File: config.mk
export PLATFORM = sky130hd
export DESIGN_NAME = pmc_pair_unit
export DESIGN_NICKNAME = d
export VERILOG_FILES = /design/src/rtl/pmc_pair_pkg.sv /design/src/rtl/pmc_event_route.sv /design/src/rtl/pmc_counter.sv /design/src/rtl/pmc_irq_queue.sv /design/src/rtl/pmc_pair_unit.sv
export SDC_FILE = /design/constraint.sdc
export NUM_CORES = 1
export LEC_CHECK = 0
export BUFFER_PORTS_ARGS = -buffer_cell sky130_fd_sc_hd__buf_2
export CAP_MARGIN = 40
export CELL_PAD_IN_SITES_DETAIL_PLACEMENT = 1
export CELL_PAD_IN_SITES_GLOBAL_PLACEMENT = 2
export CORE_ASPECT_RATIO = 1.1
export CORE_UTILIZATION = 30
export CTS_CLUSTER_DIAMETER = 120
export DETAILED_ROUTE_END_ITERATION = 12
export PLACE_DENSITY_LB_ADDON = 0.1
export SETUP_SLACK_MARGIN = 0.1
export SLEW_MARGIN = 40
export SYNTH_ARGS = -nofsm -noshare
export SYNTH_HDL_FRONTEND = slang
export SYNTH_SLANG_ARGS = --single-unit
File: constraint.sdc
create_clock -name clk -period 2.1 [get_ports clk]
set_input_delay 0.21 -clock clk [delete_from_list [all_inputs] [get_ports clk]]
set_output_delay 0.21 -clock clk [all_outputs]
set_load 0.05 [all_outputs]
File: src/rtl/pmc_pair_pkg.sv
package pmc_pair_pkg;
   localparam int NCTR = 2;

   typedef enum logic [1:0] {
      PAIR_INSTR_CYC   = 2'd0,
      PAIR_INSTR_MISS  = 2'd1,
      PAIR_CYC_REPLAY  = 2'd2,
      PAIR_BAD         = 2'd3
   } pair_mode_e;

   typedef enum logic [2:0] {
      OP_NOP     = 3'd0,
      OP_LOAD    = 3'd1,
      OP_ENABLE  = 3'd2,
      OP_DISABLE = 3'd3,
      OP_PAIR    = 3'd4,
      OP_ACK     = 3'd5
   } cmd_op_e;
endpackage

File: src/rtl/pmc_event_route.sv
module pmc_event_route
   import pmc_pair_pkg::*;
(
   input  pair_mode_e          mode,
   input  logic                ev_cycle,
   input  logic                ev_instr,
   input  logic                ev_miss,
   input  logic                ev_replay,
   output logic [NCTR-1:0]     evt
);
   always_comb begin
      unique case (mode)
         PAIR_INSTR_CYC:  evt = {ev_cycle,  ev_instr};
         PAIR_INSTR_MISS: evt = {ev_miss,   ev_instr};
         PAIR_CYC_REPLAY: evt = {ev_replay, ev_cycle};
         default:         evt = '0;
      endcase
   end
endmodule

File: src/rtl/pmc_counter.sv
module pmc_counter #(
   parameter int CW  = 20,
   parameter int GAP = 16
) (
   input  logic          clk,
   input  logic          rst_n,
   input  logic          load,
   input  logic [CW-1:0] load_val,
   input  logic          en_set,
   input  logic          en_clr,
   input  logic          evt,
   output logic [CW-1:0] cnt,
   output logic          en,
   output logic          wrap
);
   localparam logic [CW-1:0] ALL_ONES = {CW{1'b1}};
   localparam logic [CW-1:0] LIMIT    = ALL_ONES - CW'(GAP - 1);

   if (GAP < 1) begin : g_gap_low
      $error("pmc_counter: GAP must be at least 1");
   end
   if (CW < 4 || CW > 31) begin : g_cw_bad
      $error("pmc_counter: CW out of range");
   end

   logic [CW-1:0] load_clamped;
   logic          step;

   assign load_clamped = (load_val > LIMIT) ? LIMIT : load_val;
   assign step         = en & evt & ~load;
   assign wrap         = step & (cnt == ALL_ONES);

   always_ff @(posedge clk or negedge rst_n) begin
      if (!rst_n) begin
         cnt <= '0;
         en  <= 1'b0;
      end else begin
         if (load)      cnt <= load_clamped;
         else if (step) cnt <= cnt + 1'b1;
         en <= (en | en_set) & ~en_clr;
      end
   end
endmodule

File: src/rtl/pmc_irq_queue.sv
module pmc_irq_queue
   import pmc_pair_pkg::*;
(
   input  logic            clk,
   input  logic            rst_n,
   input  logic [NCTR-1:0] wrap,
   input  logic            ack,
   output logic            irq,
   output logic            irq_idx
);
   logic [NCTR-1:0] pend;
   logic [NCTR-1:0] clr;

   assign clr[0]  = ack & pend[0];
   assign clr[1]  = ack & ~pend[0] & pend[1];
   assign irq     = |pend;
   assign irq_idx = ~pend[0] & pend[1];

   always_ff @(posedge clk or negedge rst_n) begin
      if (!rst_n) pend <= '0;
      else        pend <= (pend & ~clr) | wrap;
   end
endmodule

File: src/rtl/pmc_pair_unit.sv
module pmc_pair_unit
   import pmc_pair_pkg::*;
#(
   parameter int CW   = 20,
   parameter int SLOT = 24,
   parameter int GAP0 = 16,
   parameter int GAP1 = 4
) (
   input  logic              clk,
   input  logic              rst_n,
   input  logic              ev_cycle,
   input  logic              ev_instr,
   input  logic              ev_miss,
   input  logic              ev_replay,
   input  logic              cmd_valid,
   input  logic [2:0]        cmd_op,
   input  logic [1:0]        cmd_mask,
   input  logic [CW-1:0]     cmd_value,
   output logic [2*SLOT-1:0] stat_word,
   output logic [1:0]        en_mask,
   output logic [1:0]        pair_mode,
   output logic              irq,
   output logic              irq_idx
);
   localparam int PAD = SLOT - CW;

   if (SLOT < CW) begin : g_slot_bad
      $error("pmc_pair_unit: SLOT narrower than CW");
   end

   pair_mode_e      mode_q;
   logic [NCTR-1:0] evt;
   logic [NCTR-1:0] wrap;
   logic            is_load, is_en, is_dis, is_pair, is_ack;

   assign is_load = cmd_valid && cmd_op == OP_LOAD;
   assign is_en   = cmd_valid && cmd_op == OP_ENABLE;
   assign is_dis  = cmd_valid && cmd_op == OP_DISABLE;
   assign is_pair = cmd_valid && cmd_op == OP_PAIR;
   assign is_ack  = cmd_valid && cmd_op == OP_ACK;

   always_ff @(posedge clk or negedge rst_n) begin
      if (!rst_n) mode_q <= PAIR_INSTR_CYC;
      else if (is_pair && cmd_value[1:0] != PAIR_BAD)
         mode_q <= pair_mode_e'(cmd_value[1:0]);
   end
   assign pair_mode = mode_q;

   pmc_event_route u_route (
      .mode      (mode_q),
      .ev_cycle  (ev_cycle),
      .ev_instr  (ev_instr),
      .ev_miss   (ev_miss),
      .ev_replay (ev_replay),
      .evt       (evt)
   );

   for (genvar i = 0; i < NCTR; i++) begin : g_ctr
      localparam int GAP_I = (i == 0) ? GAP0 : GAP1;
      logic [CW-1:0] cnt;
      pmc_counter #(.CW(CW), .GAP(GAP_I)) u_ctr (
         .clk      (clk),
         .rst_n    (rst_n),
         .load     (is_load & cmd_mask[i]),
         .load_val (cmd_value),
         .en_set   (is_en & cmd_mask[i]),
         .en_clr   (is_dis & cmd_mask[i]),
         .evt      (evt[i]),
         .cnt      (cnt),
         .en       (en_mask[i]),
         .wrap     (wrap[i])
      );
      if (PAD > 0) begin : g_pad
         assign stat_word[i*SLOT +: SLOT] = {{PAD{1'b0}}, cnt};
      end else begin : g_nopad
         assign stat_word[i*SLOT +: SLOT] = cnt;
      end
   end

   pmc_irq_queue u_irq (
      .clk     (clk),
      .rst_n   (rst_n),
      .wrap    (wrap),
      .ack     (is_ack),
      .irq     (irq),
      .irq_idx (irq_idx)
   );
endmodule

# Word-level counts from Yosys, hierarchy flattened
# Cells that the tools add are included.
[totals]
reg_bits = 46
input_bits = 32
word_cells = 65
[classes]
n_bitwise = 28
n_lt_le_gt_ge = 2
add_sub_neg = 2
reduce_logical = 10
mux = 7
n_eq_ne = 10
[op_table]
columns = ["operator", "count"]
rows = [
  ["2-to-1 mux 20 bit", 6],
  ["adder 20 x 1 -> 20 bit (second input constant)", 2],
  ["== test 20 bit (second input constant)", 2],
  ["> comparator 20 bit (second input constant)", 2],
  ["bitwise AND 1 bit", 18],
  ["== test 3 x 2 -> 1 bit (second input constant)", 2],
  ["== test 3 bit (second input constant)", 2],
  ["logical AND 1 bit", 6],
  ["one-hot mux 2 bit (3 select lines)", 1],
  ["inverter 1 bit", 5],
  ["nonzero test 2 bit", 2],
  ["== test 3 x 1 -> 1 bit (second input constant)", 1],
  ["bitwise AND 2 bit", 1],
  ["== test 2 x 1 -> 1 bit (second input constant)", 1],
  ["== test 2 bit (second input constant)", 1],
  ["zero test 2 bit", 1],
  ["!= test 2 bit (second input constant)", 1],
  ["inverter 2 bit", 1],
  ["bitwise OR 1 bit", 2],
  ["bitwise OR 2 bit", 1],
  ["OR reduction 2 bit", 1],
]

# Longest topological paths before layout
[depth]
word_depth = 7
mapped_depth = 7

# By module
# From an unflattened synthesis, not the netlist that was laid out.
[hier_totals]
cells_unflattened = 317
hier_area_um2 = 2780.2
[modules_own_cells]
columns = ["module", "cells_per_inst", "n_inst", "area_each_um2"]
rows = [
  ["pmc_counter at g_ctr[0].u_ctr", 132, 1, 1222.4],
  ["pmc_counter at g_ctr[1].u_ctr", 142, 1, 1213.7],
  ["pmc_pair_unit", 29, 1, 214.0],
  ["pmc_irq_queue", 8, 1, 91.3],
  ["pmc_event_route", 6, 1, 38.8],
]

# Least setup slack after synthesis
# OpenSTA, ideal clock, no wires.
[synth_path]
path_kind = "reg-to-reg"
start = "reg g_ctr[1].u_ctr.cnt[2]"
end = "reg g_ctr[1].u_ctr.cnt[17]"
setup_ps = 131
t_arrival_ps = 1943
n_path_buf = 1
path_slack_ps = 26
stages_incl_launch_ff = 7
required_time_ps = 1969
synth_period_minus_slack_ps = 2074
cell_sequence = "dfrtp_1 -> nand3_1 -> or4_4 -> buf_6 -> nor4_4 -> xnor2_1 -> o21ai_2"
[synth_between]
elab_chain_len = 3
[synth_lines]
columns = ["item", "line_no", "text"]
rows = [
  ["start: declaration", "pmc_counter.sv:12", "output logic [CW-1:0] cnt,"],
  ["start signal: assignment", "pmc_counter.sv:38", "if (load) cnt <= load_clamped;"],
  ["start signal: assignment", "pmc_counter.sv:39", "else if (step) cnt <= cnt + 1'b1;"],
  ["adder 20 x 1 -> 20 bit", "pmc_counter.sv:39", ""],
  ["2-to-1 mux 20 bit", "pmc_counter.sv:39", ""],
  ["2-to-1 mux 20 bit", "pmc_counter.sv:38", ""],
]
# No other way between the ends. The select of a mux whose other input is x is not followed.
# A chain may end at the register's enable or synchronous reset.

# Final worst setup path
[layout_path]
start = "reg mode_q[1], in the netlist pair_mode[1]"
end = "reg g_ctr[0].u_ctr.cnt[16]"
[layout_between]
elab_chain_len = 5
elab_cells_between_ends = 7
classes_between = "eq/ne (2); mux (1); bitwise (2); reduce/logical (2)"
[layout_lines]
columns = ["item", "line_no", "text"]
rows = [
  ["start: declaration", "pmc_pair_unit.sv:31", "pair_mode_e mode_q;"],
  ["start signal: assignment", "pmc_pair_unit.sv:45", "mode_q <= pair_mode_e'(cmd_value[1:0]);"],
  ["== test 2 bit, or another cell as far along", "pmc_event_route.sv:12", "unique case (mode)"],
  ["one-hot mux 2 bit (3 select lines) *", "pmc_event_route.sv:12", ""],
  ["bitwise AND 1 bit * (2 in a row)", "pmc_counter.sv:30", "assign step = en & evt & ~load;"],
  ["nonzero test 2 bit (no source line) *", "n/a", ""],
  ["end signal: assignment", "pmc_counter.sv:38", ""],
  ["end signal: assignment", "pmc_counter.sv:39", ""],
  ["end: declaration", "pmc_counter.sv:12", ""],
]
# Every way passes the cells marked *; elsewhere a longest branch is shown, timed or not.

==> out/qor.yml <==
status:
  status: "finished, final reports clean"
placed_design:
  dp_hpwl_um: 6731
  port_buffers: 77
  gp_congestion: 0.7785
sta:
  rsz0062_at_grt: "false"
  hold_viol: 0
  finalClockSkew_ns: 0.01088
  fin_setup_tns_ns: 0
  fmax_mhz: 556.1
  slew_headroom_pct: 58.03
  min_period_ns: 1.798
  drv_slew: 0
  worst_pin_slew_ns: 0.6269
  setup_viol: 0
  finalCritPeriodShare_pct: 85.62
layout:
  fill_cells: 1100
  area_growth_pct: 21.86
  n_antenna_cell: 0
  final_cell_mix: "77 x buf_2, 43 x nand2_1, 41 x dfrtp_1"
  fin_nets: 425
  multi_input_area_um2: 1534
  final_common_cell: "buf_2"
  seq_area_um2: 1157
  drive_gt1_share_pct: 29.34
route:
  met3_length_um: 301
  wl_per_cell_um: 17.12
  wl_met1_um: 4056
  drt_iter0_drc: 71
  firstDrtPassIters: 4
  vias: 2522
  topRoutingLayerUsed: "met4"
  met2_length_um: 4208
  viasPerCell: 4.984
  drc: 0
  postRouteWirelength_um: 8664
  ant_nets: 0
floorplanning:
  start_util_pct: 31.26
  dieWidth_um: 94.39
  io_pins: 86
  die_area_um2: 9780
  core_um2: 9009
  fp-row-count: 36
  die_h_um: 103.6
clock_tree:
  cts_resized: 0
  cts_root_buf: "clkbuf_8"
  clock_latency_ns: 0.30
  clock_sinks: 46
  cts_tree: "yes"
  post_cts_buffers: 0
  clk_pin_slew_ns: 0.10
  htree_levels: 2
  clockBufferDepth: 2
  numCtsBuffers: 5
critical_path:
  end_kind: "flip-flop"
  start_kind: "flip-flop"
  cp_max_fo: 6
  arrival_ns: 1.97
  critPathRequiredTime_ns: 2.27
  critical_path_class: "reg2reg"
global_route:
  antenna_found_initial: 0
  first_global_vias: 2587
  track_usage_pct: 18.65
  grt_pass1_wl_um: 14170
  overflow: 0
  grt_max_degree: 38
flow_run:
  cap_viol_max_count: 0
synth:
  mappedNetlistArea_um2: 2816
  synth_cell_types: 42
  synth-edff-count: 0
  postSynth.asyncResetShare_pct: 100.0
  synth.avg_cell_area_um2: 9.027
  synthFlopType: "dfrtp_1"
  post_synth_inst_count: 312
  yosys_warnings: 0
  ys_seq_elements: 46
  ys_seq_area_share_pct: 40.87
min_path:
  worstHoldPathType: "in2reg"
pwr:
  power.total_mw: 4.141
  peakVddDrop_mv: 0.6018
  p_leak_nw: 1.432
  power.density_nw_per_um2: 1206
[critical path, cell delays in order (launching register included)]
cell	delay [ns]
dfrtp_1	0.45
nor2b_1	0.24
o21ai_1	0.23
nor4_1	0.50
xnor2_1	0.17
a21oi_1	0.08
[through the flow]
stage	util [%]	cells	setup slack [ns]	hold WS, ns	cell area [um2]
2_1_floorplan	-	319	0.1076	-0.08559	2849
3_3_place_gp	36.93	497	0.3396	0.2359	3327
3_5_place_dp	36.93	497	0.3159	0.2413	3327
4_1_cts	38.10	506	0.2965	0.1437	3432
5_1_grt	38.10	506	0.1185	0.1633	3432
6_report	38.10	506	0.3019	0.1555	3432
[final timing paths]
path	from	endpoint	slack [ns]	cells past startpoint
max in group asynchronous	rst_n	g_ctr[0].u_ctr.cnt[16]	1.13	3
min in group asynchronous	rst_n	g_ctr[1].u_ctr.cnt[14]	0.43	2
max	pair_mode[1]	g_ctr[0].u_ctr.cnt[16]	0.30	5
min reg2reg	u_irq.pend[0]	u_irq.pend[0]	0.53	2
max reg2reg	pair_mode[1]	g_ctr[0].u_ctr.cnt[16]	0.30	5
min	cmd_value[9]	g_ctr[1].u_ctr.cnt[9]	0.16	3
[report_power, final]
| group | internal [mW] | leakage [nW] | switching [mW] |
|---|---|---|---|
| Combinational | 0.591 | 0.842 | 1.50 |
| Clock | 0.265 | 0.0472 | 0.315 |
| Sequential | 1.15 | 0.543 | 0.323 |
[cells by family after synthesis]
group | count (synthesis) | synth area share, %
xor gates and xnor gates | 38 | 11.82
adders and majority gates | 2 | 0.8884
and+or+nand+nor | 144 | 28.79
AOI/OAI and AO/OA | 50 | 10.40
muxes | 4 | 1.510
other | 1 | 0.1331
DFF | 46 | 40.87
buffers and inverters | 27 | 5.597
[sequential cells by signal (all words and copies together) (netlist names)]
register,cells
g_ctr.u_ctr.cnt,40
g_ctr.u_ctr.en,2
pair_mode,2
u_irq.pend,2
[layout make-up]
type / count / share of cell area, %
multi-input combinational: 246 / 44.70
sequential: 46 / 33.72
timing repair buffer: 86 / 14.00
tap: 114 / 4.156
clock buffer: 6 / 2.406
inverter: 6 / 0.6562
clock inverter: 2 / 0.3646
[repair_timing]
action                                  4_1_cts  5_1_grt
endpoints found under the hold margin        20        0
hold buffers                                  1        0
endpoints found under the setup margin        0        0
[cells in the mapped netlist, drive strengths merged, types with 3 or more instances]
cell	count	area, um2
inv	6	22.52
dfrtp	46	1151
xnor2	35	306.5
nand2	43	161.4
clkbuf	6	22.52
nand4	16	100.1
buf	15	112.6
nor4	16	176.4
a22o	4	35.03
nor3	14	75.07
nor2	23	86.33
xor2	3	26.28
and3	4	25.02
o21ai	21	116.4
nor2b	5	31.28
a21oi	20	100.1
nand3	11	60.06
[per-layer routing]
| layer | up-vias | track usage, % |
|---|---|---|
| li1 | 1237 | - |
| met1 | 1222 | 26.60 |
| met2 | 54 | 29.76 |
| met3 | 9 | 2.570 |
| met4 | 0 | 3.846 |
| met5 | - | 0 |
(Power assumes the default switching activity.)
